### src/rtl/gpio_cfg_pkg.sv
package gpio_cfg_pkg;

    // per-pin stored configuration
    typedef struct packed {
        logic       out_lvl;
        logic       trig_lvl;
        logic       trig_inv;
        logic       dir_in;
        logic       gpio_sel;
        logic       sense_off;
        logic [1:0] pull;
    } pin_cfg_t;

    localparam pin_cfg_t PIN_CFG_RST = '{out_lvl: 1'b0, trig_lvl: 1'b0, trig_inv: 1'b0,
                                         dir_in: 1'b1, gpio_sel: 1'b1, sense_off: 1'b1,
                                         pull: 2'b00};

    typedef enum logic [2:0] {
        RGN_NONE,
        RGN_OWN,
        RGN_ROUTE,
        RGN_STAT,
        RGN_IRQEN,
        RGN_CFG_A,
        RGN_CFG_B
    } region_t;

    // bus-visible layout
    localparam logic [31:0] OWN_BASE   = 32'h000;
    localparam logic [31:0] ROUTE_ADDR = 32'h07C;
    localparam logic [31:0] STAT_BASE  = 32'h080;
    localparam logic [31:0] IRQEN_BASE = 32'h090;
    localparam logic [31:0] CFG_BASE   = 32'h100;

    // bit positions inside the configuration words
    localparam int B_OUT   = 31;
    localparam int B_IN    = 30;
    localparam int B_TLVL  = 4;
    localparam int B_TINV  = 3;
    localparam int B_DIR   = 2;
    localparam int B_GPIO  = 0;
    localparam int B_SOFF  = 2;

endpackage

### src/rtl/gpio_addr_decode.sv
module gpio_addr_decode
    import gpio_cfg_pkg::*;
#(
    parameter int NUM_PINS = 94,
    parameter int ADDR_W   = 12,
    localparam int WORDS   = (NUM_PINS + 31) / 32,
    localparam int WIDX_W  = (WORDS > 1) ? $clog2(WORDS) : 1,
    localparam int PIN_W   = (NUM_PINS > 1) ? $clog2(NUM_PINS) : 1
) (
    input  logic [ADDR_W-1:0] addr,
    output region_t           region,
    output logic [WIDX_W-1:0] word_idx,
    output logic [PIN_W-1:0]  pin_idx
);
    localparam logic [31:0] BMAP_SPAN = 32'(4 * WORDS);
    localparam logic [31:0] CFG_SPAN  = 32'(8 * NUM_PINS);

    logic [31:0] a32;
    logic [31:0] off;

    always_comb begin
        a32      = 32'(addr);
        off      = '0;
        region   = RGN_NONE;
        word_idx = '0;
        pin_idx  = '0;
        if (a32 < OWN_BASE + BMAP_SPAN) begin
            region   = RGN_OWN;
            off      = a32 - OWN_BASE;
            word_idx = WIDX_W'(off >> 2);
        end else if (a32[31:2] == ROUTE_ADDR[31:2]) begin
            region = RGN_ROUTE;
        end else if (a32 >= STAT_BASE && a32 < STAT_BASE + BMAP_SPAN) begin
            region   = RGN_STAT;
            off      = a32 - STAT_BASE;
            word_idx = WIDX_W'(off >> 2);
        end else if (a32 >= IRQEN_BASE && a32 < IRQEN_BASE + BMAP_SPAN) begin
            region   = RGN_IRQEN;
            off      = a32 - IRQEN_BASE;
            word_idx = WIDX_W'(off >> 2);
        end else if (a32 >= CFG_BASE && a32 < CFG_BASE + CFG_SPAN) begin
            off     = a32 - CFG_BASE;
            pin_idx = PIN_W'(off >> 3);
            region  = off[2] ? RGN_CFG_B : RGN_CFG_A;
        end
    end

endmodule

### src/rtl/gpio_in_sync.sv
module gpio_in_sync #(
    parameter int WIDTH = 94
) (
    input  logic             clk,
    input  logic             rst_n,
    input  logic [WIDTH-1:0] async_in,
    output logic [WIDTH-1:0] sync_out
);
    logic [WIDTH-1:0] meta_q;
    logic [WIDTH-1:0] sync_q;

    always_ff @(posedge clk) begin
        if (!rst_n) begin
            meta_q <= '0;
            sync_q <= '0;
        end else begin
            meta_q <= async_in;
            sync_q <= meta_q;
        end
    end

    assign sync_out = sync_q;

endmodule

### src/rtl/gpio_pin_drive.sv
module gpio_pin_drive
    import gpio_cfg_pkg::*;
#(
    parameter int NUM_PINS = 94
) (
    input  pin_cfg_t [NUM_PINS-1:0]   cfg,
    input  logic [NUM_PINS-1:0]       irq_en,
    input  logic [NUM_PINS-1:0]       in_sync,
    output logic [NUM_PINS-1:0]       pad_out,
    output logic [NUM_PINS-1:0]       pad_oe,
    output logic [2*NUM_PINS-1:0]     pad_pull,
    output logic [NUM_PINS-1:0]       irq_level_mode,
    output logic [NUM_PINS-1:0]       irq_invert,
    output logic [NUM_PINS-1:0]       irq_arm,
    output logic [NUM_PINS-1:0]       in_seen
);
    for (genvar p = 0; p < NUM_PINS; p++) begin : g_pin
        logic drive_en;
        logic sense_on;
        assign drive_en          = cfg[p].gpio_sel & ~cfg[p].dir_in;
        assign sense_on          = ~cfg[p].sense_off;
        assign pad_oe[p]         = drive_en;
        assign pad_out[p]        = drive_en & cfg[p].out_lvl;
        assign pad_pull[2*p+:2]  = cfg[p].pull;
        assign irq_level_mode[p] = cfg[p].trig_lvl;
        assign irq_invert[p]     = cfg[p].trig_inv;
        assign irq_arm[p]        = irq_en[p] & sense_on;
        assign in_seen[p]        = in_sync[p] & sense_on;
    end

endmodule

### src/rtl/gpio_cfg_bank.sv
module gpio_cfg_bank
    import gpio_cfg_pkg::*;
#(
    parameter int                  NUM_PINS = 94,
    parameter int                  ADDR_W   = 12,
    parameter logic [NUM_PINS-1:0] OWN_MAP  = '1
) (
    input  logic                  clk,
    input  logic                  rst_n,
    input  logic                  req_valid,
    input  logic                  req_write,
    input  logic [ADDR_W-1:0]     req_addr,
    input  logic [31:0]           req_wdata,
    output logic                  rsp_ready,
    output logic [31:0]           rsp_rdata,
    input  logic [NUM_PINS-1:0]   pad_in,
    output logic [NUM_PINS-1:0]   pad_out,
    output logic [NUM_PINS-1:0]   pad_oe,
    output logic [2*NUM_PINS-1:0] pad_pull,
    output logic [NUM_PINS-1:0]   irq_level_mode,
    output logic [NUM_PINS-1:0]   irq_invert,
    output logic [NUM_PINS-1:0]   irq_arm,
    output logic                  irq_route,
    input  logic [NUM_PINS-1:0]   irq_pend,
    output logic [NUM_PINS-1:0]   irq_clr
);
    localparam int WORDS  = (NUM_PINS + 31) / 32;
    localparam int WIDX_W = (WORDS > 1) ? $clog2(WORDS) : 1;
    localparam int PIN_W  = (NUM_PINS > 1) ? $clog2(NUM_PINS) : 1;

    typedef struct packed {
        pin_cfg_t [NUM_PINS-1:0] cfg;
        logic [NUM_PINS-1:0]     irq_en;
        logic [NUM_PINS-1:0]     clr;
        logic                    route;
        logic                    ready;
        logic [31:0]             rdata;
    } state_t;

    localparam state_t ST_RST = '{cfg: {NUM_PINS{PIN_CFG_RST}}, irq_en: '0, clr: '0,
                                  route: 1'b0, ready: 1'b0, rdata: '0};

    state_t st_d, st_q;

    region_t             region;
    logic [WIDX_W-1:0]   word_idx;
    logic [PIN_W-1:0]    pin_idx;
    logic [NUM_PINS-1:0] in_sync;
    logic [NUM_PINS-1:0] in_seen;
    logic [31:0]         rd_word;
    pin_cfg_t            sel_cfg;

    gpio_addr_decode #(.NUM_PINS(NUM_PINS), .ADDR_W(ADDR_W)) u_dec (
        .addr     (req_addr),
        .region   (region),
        .word_idx (word_idx),
        .pin_idx  (pin_idx)
    );

    gpio_in_sync #(.WIDTH(NUM_PINS)) u_sync (
        .clk      (clk),
        .rst_n    (rst_n),
        .async_in (pad_in),
        .sync_out (in_sync)
    );

    gpio_pin_drive #(.NUM_PINS(NUM_PINS)) u_drive (
        .cfg            (st_q.cfg),
        .irq_en         (st_q.irq_en),
        .in_sync        (in_sync),
        .pad_out        (pad_out),
        .pad_oe         (pad_oe),
        .pad_pull       (pad_pull),
        .irq_level_mode (irq_level_mode),
        .irq_invert     (irq_invert),
        .irq_arm        (irq_arm),
        .in_seen        (in_seen)
    );

    // read mux
    always_comb begin
        rd_word = '0;
        sel_cfg = st_q.cfg[pin_idx];
        unique case (region)
            RGN_OWN: begin
                for (int i = 0; i < NUM_PINS; i++)
                    if ((i / 32) == int'(word_idx)) rd_word[i % 32] = OWN_MAP[i];
            end
            RGN_STAT: begin
                for (int i = 0; i < NUM_PINS; i++)
                    if ((i / 32) == int'(word_idx)) rd_word[i % 32] = irq_pend[i];
            end
            RGN_IRQEN: begin
                for (int i = 0; i < NUM_PINS; i++)
                    if ((i / 32) == int'(word_idx)) rd_word[i % 32] = st_q.irq_en[i];
            end
            RGN_ROUTE: rd_word[0] = st_q.route;
            RGN_CFG_A: begin
                rd_word[B_OUT]  = sel_cfg.out_lvl;
                rd_word[B_IN]   = in_seen[pin_idx];
                rd_word[B_TLVL] = sel_cfg.trig_lvl;
                rd_word[B_TINV] = sel_cfg.trig_inv;
                rd_word[B_DIR]  = sel_cfg.dir_in;
                rd_word[B_GPIO] = sel_cfg.gpio_sel;
            end
            RGN_CFG_B: begin
                rd_word[B_SOFF] = sel_cfg.sense_off;
                rd_word[1:0]    = sel_cfg.pull;
            end
            default: rd_word = '0;
        endcase
    end

    // next state
    always_comb begin
        st_d       = st_q;
        st_d.ready = 1'b0;
        st_d.clr   = '0;
        if (req_valid && !st_q.ready) begin
            st_d.ready = 1'b1;
            st_d.rdata = rd_word;
            if (req_write) begin
                unique case (region)
                    RGN_IRQEN: begin
                        for (int i = 0; i < NUM_PINS; i++)
                            if ((i / 32) == int'(word_idx)) st_d.irq_en[i] = req_wdata[i % 32];
                    end
                    RGN_STAT: begin
                        for (int i = 0; i < NUM_PINS; i++)
                            if ((i / 32) == int'(word_idx)) st_d.clr[i] = req_wdata[i % 32];
                    end
                    RGN_ROUTE: st_d.route = req_wdata[0];
                    RGN_CFG_A: begin
                        st_d.cfg[pin_idx].out_lvl  = req_wdata[B_OUT];
                        st_d.cfg[pin_idx].trig_lvl = req_wdata[B_TLVL];
                        st_d.cfg[pin_idx].trig_inv = req_wdata[B_TINV];
                        st_d.cfg[pin_idx].dir_in   = req_wdata[B_DIR];
                        st_d.cfg[pin_idx].gpio_sel = req_wdata[B_GPIO];
                    end
                    RGN_CFG_B: begin
                        st_d.cfg[pin_idx].sense_off = req_wdata[B_SOFF];
                        st_d.cfg[pin_idx].pull      = req_wdata[1:0];
                    end
                    default: ;
                endcase
            end
        end
    end

    always_ff @(posedge clk) begin
        if (!rst_n) st_q <= ST_RST;
        else        st_q <= st_d;
    end

    assign rsp_ready = st_q.ready;
    assign rsp_rdata = st_q.rdata;
    assign irq_route = st_q.route;
    assign irq_clr   = st_q.clr;

endmodule

### config.mk
export PLATFORM = sky130hd
export DESIGN_NAME = gpio_cfg_bank
export DESIGN_NICKNAME = d
export VERILOG_FILES = /design/src/rtl/gpio_cfg_pkg.sv /design/src/rtl/gpio_addr_decode.sv /design/src/rtl/gpio_in_sync.sv /design/src/rtl/gpio_pin_drive.sv /design/src/rtl/gpio_cfg_bank.sv
export SDC_FILE = /design/constraint.sdc
export NUM_CORES = 2
export LEC_CHECK = 0
export BUFFER_PORTS_ARGS = -buffer_cell sky130_fd_sc_hd__buf_2
export CELL_PAD_IN_SITES_DETAIL_PLACEMENT = 0
export CELL_PAD_IN_SITES_GLOBAL_PLACEMENT = 1
export CORE_AREA = 2 2 398 400
export CTS_CLUSTER_SIZE = 12
export DETAILED_ROUTE_END_ITERATION = 8
export DIE_AREA = 0 0 400 402
export PLACE_DENSITY = 0.75
export SYNTH_ARGS = -nofsm -noshare
export SYNTH_HDL_FRONTEND = slang
export SYNTH_HIERARCHICAL = 1
export SYNTH_SLANG_ARGS = --single-unit
### constraint.sdc
create_clock -name clk -period 4.05 [get_ports clk]
set_input_delay 0.405 -clock clk [delete_from_list [all_inputs] [get_ports clk]]
set_output_delay 0.405 -clock clk [all_outputs]
set_load 0.02 [all_outputs]
Yosys cells after proc, flatten, opt, wreduce, memory -nomap -nowiden
Index checks and enable logic that the tools add are counted.
{"block": "word_totals", "out_inout_bits": 786, "in_bits": 236, "register_bits": 1162, "wordCells": 1509}
{"block": "op_classes", "reduce_logical": 16, "eq_ne": 9, "bitwise": 564, "muxes": 239, "addsub": 3, "order_cmp": 9}
{"op": "752-bit bitwise mux", "n": 7}
{"op": "752-bit case mux with 2 select lines", "n": 1}
{"op": "8-bit demux with 7-bit select", "n": 7}
{"op": "1-bit AND", "n": 376}
{"op": "1-bit 2-to-1 mux", "n": 192}
{"op": "1-bit inverter", "n": 188}
{"op": "25-bit case mux with 3 select lines", "n": 1}
{"op": "8-bit binary-select mux with 7-bit select", "n": 1}
{"op": "7-bit 2-to-1 mux", "n": 6}
{"op": "33-bit 2-to-1 mux", "n": 1}
{"op": "12-bit by 8-bit >= comparator with 1-bit output (second input constant)", "n": 2}
{"op": "12-bit by 8-bit less-than comparator with 1-bit output (second input constant)", "n": 2}
{"op": "3-bit 2-to-1 mux", "n": 6}
{"op": "8-bit 2-to-1 mux", "n": 2}
{"op": "2-bit case mux with 4 select lines", "n": 2}
{"op": "5-bit AND reduction", "n": 3}
{"op": "12-bit by 9-bit >= comparator with 1-bit output (second input constant)", "n": 1}
{"op": "12-bit by 10-bit less-than comparator with 1-bit output (second input constant)", "n": 1}
{"op": "12-bit by 4-bit less-than comparator with 1-bit output (second input constant)", "n": 1}
{"op": "2-bit 2-to-1 mux", "n": 6}
{"op": "4-bit AND reduction", "n": 3}
{"op": "10-bit by 5-bit == test with 1-bit output (second input constant)", "n": 1}
{"op": "10-bit by 9-bit subtractor with 10-bit output (second input constant)", "n": 1}
{"op": "3-bit == test (second input constant)", "n": 3}
{"op": "other kinds (18)", "n": 26}

Longest topological paths before layout
{"block": "depth", "ltp_word": 17, "ltp_mapped": 18}

Modules after synthesis
Netlist, hierarchy kept.
{"module": "gpio_cfg_bank", "n_inst": 1, "cells_each": 5651, "seq_area_each_um2": 19498.7, "area_per_inst_um2": 46216.8}
{"module": "gpio_pin_drive", "n_inst": 1, "cells_each": 846, "seq_area_each_um2": 0.0, "area_per_inst_um2": 6586.3}
{"module": "gpio_in_sync", "n_inst": 1, "cells_each": 396, "seq_area_each_um2": 3763.6, "area_per_inst_um2": 5119.9}
{"module": "gpio_addr_decode", "n_inst": 1, "cells_each": 43, "seq_area_each_um2": 0.0, "area_per_inst_um2": 297.8}

Worst setup path after synthesis
OpenSTA, ideal clock, no wires.
{"block": "synth_path", "path_kind": "input to register", "from": "input port req_addr[4]", "to": "register st_q, in the netlist rsp_rdata[0]", "slack_ps": 525, "t_arrival_ps": 3400, "stages": 13, "setup_ps": 125, "required_time_ps": 3925, "path_cell_list": "and3_1 a311o_1 a21o_1 nor3b_1 buf_2 buf_2 mux2_2 a222oi_1 o211ai_1 a21oi_1 a311oi_1 a211oi_1 a21oi_1"}
{"block": "synth_via", "elab_cells_between_ends": 47, "cone_classes": "add/sub (1); order compare (7); eq/ne (9); mux (26); reduce/logical (4)"}
{"item": "start, declared", "line_no": "gpio_cfg_bank.sv:12", "rtl": "input logic [ADDR_W-1:0] req_addr,"}
{"item": "12-bit by 9-bit >= comparator with 1-bit output / 12-bit by 10-bit less-than comparator with 1-bit output (equally long branches)", "line_no": "gpio_addr_decode.sv:41", "rtl": "end else if (a32 >= CFG_BASE && a32 < CFG_BASE + CFG_SPAN) begin"}
{"item": "1-bit logical AND", "line_no": "gpio_addr_decode.sv:41"}
{"item": "7-bit 2-to-1 mux", "line_no": "gpio_addr_decode.sv:41"}
{"item": "7-bit 2-to-1 mux", "line_no": "gpio_addr_decode.sv:37", "rtl": "end else if (a32 >= IRQEN_BASE && a32 < IRQEN_BASE + BMAP_SPAN) begin"}
{"item": "7-bit 2-to-1 mux", "line_no": "gpio_addr_decode.sv:33", "rtl": "end else if (a32 >= STAT_BASE && a32 < STAT_BASE + BMAP_SPAN) begin"}
{"item": "7-bit 2-to-1 mux", "line_no": "gpio_addr_decode.sv:31", "rtl": "end else if (a32[31:2] == ROUTE_ADDR[31:2]) begin"}
{"item": "7-bit 2-to-1 mux (*)", "line_no": "gpio_addr_decode.sv:27", "rtl": "if (a32 < OWN_BASE + BMAP_SPAN) begin"}
{"item": "named net pin_idx[1]", "line_no": "gpio_cfg_bank.sv:47", "rtl": "logic [PIN_W-1:0] pin_idx;"}
{"item": "8-bit binary-select mux with 7-bit select (*)", "line_no": "gpio_cfg_bank.sv:83", "rtl": "sel_cfg = st_q.cfg[pin_idx];"}
{"item": "8-bit 2-to-1 mux (implied by the code) (*)", "line_no": "gpio_cfg_bank.sv:83"}
{"item": "1-bit case mux with 6 select lines (*)", "line_no": "gpio_cfg_bank.sv:84", "rtl": "unique case (region)"}
{"item": "end signal, assigned", "line_no": "gpio_cfg_bank.sv:152", "rtl": "else st_q <= st_d;"}
{"item": "end, declared", "line_no": "gpio_cfg_bank.sv:43", "rtl": "state_t st_d, st_q;"}
Mark *: on every way through the listed nets, which the timed path passes. The rest lies on a longest branch. The select of a mux whose other input is x is not followed.
A chain may end at the register's enable or synchronous reset.

Worst setup path in the final report
{"block": "layout_path", "from": "input port req_addr[8]", "to": "register st_q, in the netlist rsp_rdata[4]"}
{"block": "layout_via", "elab_cells_between_ends": 45, "cone_classes": "add/sub (1); order compare (7); eq/ne (7); mux (26); reduce/logical (4)"}
{"item": "12-bit by 9-bit >= comparator with 1-bit output / 12-bit by 10-bit less-than comparator with 1-bit output (equally long branches)", "line_no": "gpio_addr_decode.sv:41"}
{"item": "1-bit logical AND", "line_no": "gpio_addr_decode.sv:41"}
{"item": "7-bit 2-to-1 mux", "line_no": "gpio_addr_decode.sv:41"}
{"item": "7-bit 2-to-1 mux", "line_no": "gpio_addr_decode.sv:37"}
{"item": "7-bit 2-to-1 mux", "line_no": "gpio_addr_decode.sv:33"}
{"item": "7-bit 2-to-1 mux", "line_no": "gpio_addr_decode.sv:31"}
{"item": "7-bit 2-to-1 mux (*)", "line_no": "gpio_addr_decode.sv:27"}
{"item": "named net pin_idx[0]", "line_no": "gpio_cfg_bank.sv:47"}
{"item": "8-bit binary-select mux with 7-bit select (*)", "line_no": "gpio_cfg_bank.sv:83"}
{"item": "8-bit 2-to-1 mux (implied by the code) (*)", "line_no": "gpio_cfg_bank.sv:83"}
{"item": "2-bit case mux with 4 select lines (*)", "line_no": "gpio_cfg_bank.sv:84"}
Marked as above.

==> impl_metrics.yaml <==
sta:
  timing_hold_violations_final: 0
  setup_viol: 0
  worstMarginPinSlew_ns: 1.208
  post-route-min-period_ns: 3.914
  rsz0062_at_grt: "no"
  clock_skew_ns: 0.03678
  slew_violations: 0
  fmax_mhz: 255.5
  max_slew_margin: 0.1898
  timing.final.crit_share: 0.9665
route:
  drt_wl_total_microns: 303900
  dr_total_vias: 57004
  wl_per_cell_microns: 31.34
  final_antenna_net_count: 0
  drc_errors: 0
  dr.pass1.iters: 6
  drtIter0Drc: 8265
  detail_route.vias_per_cell: 5.879
placement:
  io_buffers: 1021
  dp_hpwl_microns: 229500
  place_congestion: 1.012
  placed_area_sq_um: 63930
min_path:
  min_from: "req_wdata[2]"
  hold-path-cell-count: 3
  hold_class: "primary input to register"
  min_to: "st_q[698]"
logic_synthesis:
  yosysTopAreaCell: "dfxtp_1"
  ys_ff_latch: 1162
  syn_avg_cell_area_sq_um: 8.394
  synth_top_area_frac: 0.3996
  synth_common_cells: "dfxtp_1, nand2_1, o21ai_0"
  synthTopCellsByArea: "dfxtp_1, buf_4, a21boi_0"
  async_flop_share: 0
  synth_cell_type_count: 77
  synth_area_sq_um: 58220
  ys_seq_area_frac: 0.3996
  yosysMostFrequentCell: "dfxtp_1"
  synth_warnings: 6
  syn_nets: 7176
  synthFlopType: "dfxtp_1"
  synth_edf_count: 0
  netlist_instances: 6936
power_and_ir_drop:
  ir_worst_vdd_mv: 0.4365
  p_per_area_nw_per_um2: 379.4
  p_total_uw: 26520
  leakage_uw: 0.02820
global_routing:
  grt_start_max_net_pins: 193
  antenna_found_initial: 33
  grt_pass1_wl_microns: 413000
  grt_pass1_vias: 52185
  grtUsageTotal: 0.3605
  overflow: 0
clocking:
  clkSinkCount: 1162
  cts_buffers: 138
  clkSlewWorstSetupHoldPaths_ns: 0.06
  insertion_delay_ns: 0.81
  cts_tree: "built"
  h-tree-depth: 4
  clock_path_buffers: 3
  post-cts-setup-buffers: 0
  root_buffer: "clkbuf_16"
critical_path:
  rrSetupSlack_ns: 1.25
  required_ns: 4.74
  reg2reg_depth: 9
  path_max_fanout: 14
  worst-setup-path-type: "primary input to register"
  cp-start-kind: "primary input"
  reg2reg_from: "st_q[672]"
  timing.rr.end: "rsp_rdata[30]"
  end_kind: "register"
  arrival_ns: 4.61
die:
  die_w_microns: 400
  rows: 146
  initial_utilization: 0.3706
  core_sq_um: 157100
  die_y_microns: 402
  pin_count: 1022
  die-area_sq_um: 160800
cells_and_area:
  area_growth_pct: 20.07
  stdcell_area_sq_um: 69910
  nNetsFinal: 7744
  drive_above_1_share: 0.2775
  fill_cells: 15567
status:
  status: "completed"
run:
  cap_violations: 0
kinds of logic (layout without fill, tap and decap cells):
kind of cell / after synthesis / count (layout) / synth area share
AND/OR/NAND/NOR: 2476 / 2476 / 0.2128
AO/OA/AOI/OAI: 1812 / 1812 / 0.1987
buffers and inverters: 1193 / 1864 / 0.1226
flip-flops: 1162 / 1162 / 0.3996
multiplexers: 289 / 289 / 0.06550
adder cells (fa/ha/maj): 4 / 4 / 0.0008597
other: 0 / 18 / 0
sequential cells by signal (all words and copies together) (netlist names):
| signal | flops |
|---|---|
| st_q | 846 |
| irq_clr | 94 |
| u_sync/meta_q | 94 |
| u_sync/sync_out | 94 |
| rsp_rdata | 32 |
| irq_route | 1 |
| rsp_ready | 1 |
power by group:
| part | internal, uW | leakage, uW | switching (uW) |
|---|---|---|---|
| logic | 685 | 0.0165 | 1170 |
| registers | 11500 | 0.00941 | 54.1 |
| clock network | 7570 | 0.00228 | 5490 |
| total | 19800 | 0.0282 | 6720 |
final cells by class:
| class | count | area (sq um) | share of cell area |
|---|---|---|---|
| sequential | 1162 | 23260 | 0.3328 |
| inverter | 16 | 65.06 | 0.0009307 |
| timing repair buffer | 1605 | 11080 | 0.1585 |
| antenna | 18 | 45.04 | 0.0006443 |
| multi-input combinational | 4581 | 28140 | 0.4026 |
| clock buffer | 201 | 4040 | 0.05779 |
| tap | 2072 | 2592 | 0.03708 |
| clock inverter | 42 | 681.9 | 0.009754 |
how the worst max path moves through the flow:
stage,from,to
detailed placement,req_addr[8],rsp_rdata[2]
floorplan,req_addr[4],rsp_rdata[0]
CTS,req_addr[8],rsp_rdata[2]
global placement,req_addr[8],rsp_rdata[2]
global route,req_addr[8],rsp_rdata[31]
finish,req_addr[8],rsp_rdata[4]
critical path, stage by stage:
cell,delay [ns]
buf_2,0.16
nor4b_1,0.36
nand4_1,0.14
a21o_1,0.27
nor3b_2,0.52
buf_12,0.28
buf_4,0.21
nor2b_4,0.06
buf_4,0.20
a221oi_1,0.25
a31oi_1,0.08
a2111oi_0,0.98
o41a_1,0.27
o221ai_1,0.16
a21o_1,0.20
timing repair:
item,in CTS,in global routing
setup endpoints to repair,0,2
endpoints found under the hold margin,248,0
hold buffers,120,0
gates resized for setup,0,3
through the flow:
stage | TNS (ns) | util | setup WS [ns] | instances | hold slack, ns
2_1_floorplan | 0 | - | 0.5252 | 6936 | 0.4119
3_3_place_gp | -4.611 | 0.4069 | -0.7945 | 9316 | 0.4171
3_5_place_dp | -4.173 | 0.4069 | -0.7819 | 9316 | 0.4169
4_1_cts | 0 | 0.4446 | 0.04664 | 9679 | 0.02992
5_1_grt | 0 | 0.4447 | 0.1343 | 9681 | 0.08858
6_report | 0 | 0.4450 | 0.1358 | 9697 | 0.07712
per-layer routing:
metal,track usage,vias up,share of wire
met4,0.1733,26,0.056
met2,0.5305,3683,0.42
met5,0,-,0.00055
li1,-,24335,-
met1,0.4794,28289,0.40
met3,0.1069,671,0.12
cells in the final DEF, fill, tap and decap left out, drive strengths merged, types with 7 or more instances in the layout:
| cell type | count |
|---|---|
| buf | 1485 |
| dfxtp | 1162 |
| nand2 | 1034 |
| o21ai | 807 |
| a21boi | 565 |
| nor2 | 344 |
| nand3 | 309 |
| and2 | 288 |
| clkbuf | 201 |
| and2b | 188 |
| mux2i | 141 |
| dlygate4sd3 | 120 |
| a21oi | 118 |
| nor2b | 106 |
| and3b | 96 |
| mux2 | 83 |
| a221oi | 68 |
| mux4 | 65 |
| a22oi | 53 |
| nor3 | 40 |
| o22ai | 38 |
| nor3b | 34 |
| inv | 22 |
| clkinv | 20 |
| a221o | 19 |
| diode | 18 |
| o2bb2ai | 18 |
| o221ai | 14 |
| a211oi | 13 |
| o211ai | 12 |
| a31oi | 10 |
| nand2b | 9 |
| and3 | 9 |
| bufinv | 9 |
| a222oi | 7 |
| a22o | 7 |
| a32oi | 7 |
| clkinvlp | 7 |
| a2111oi | 7 |
Power figures use the tool's default switching activity.
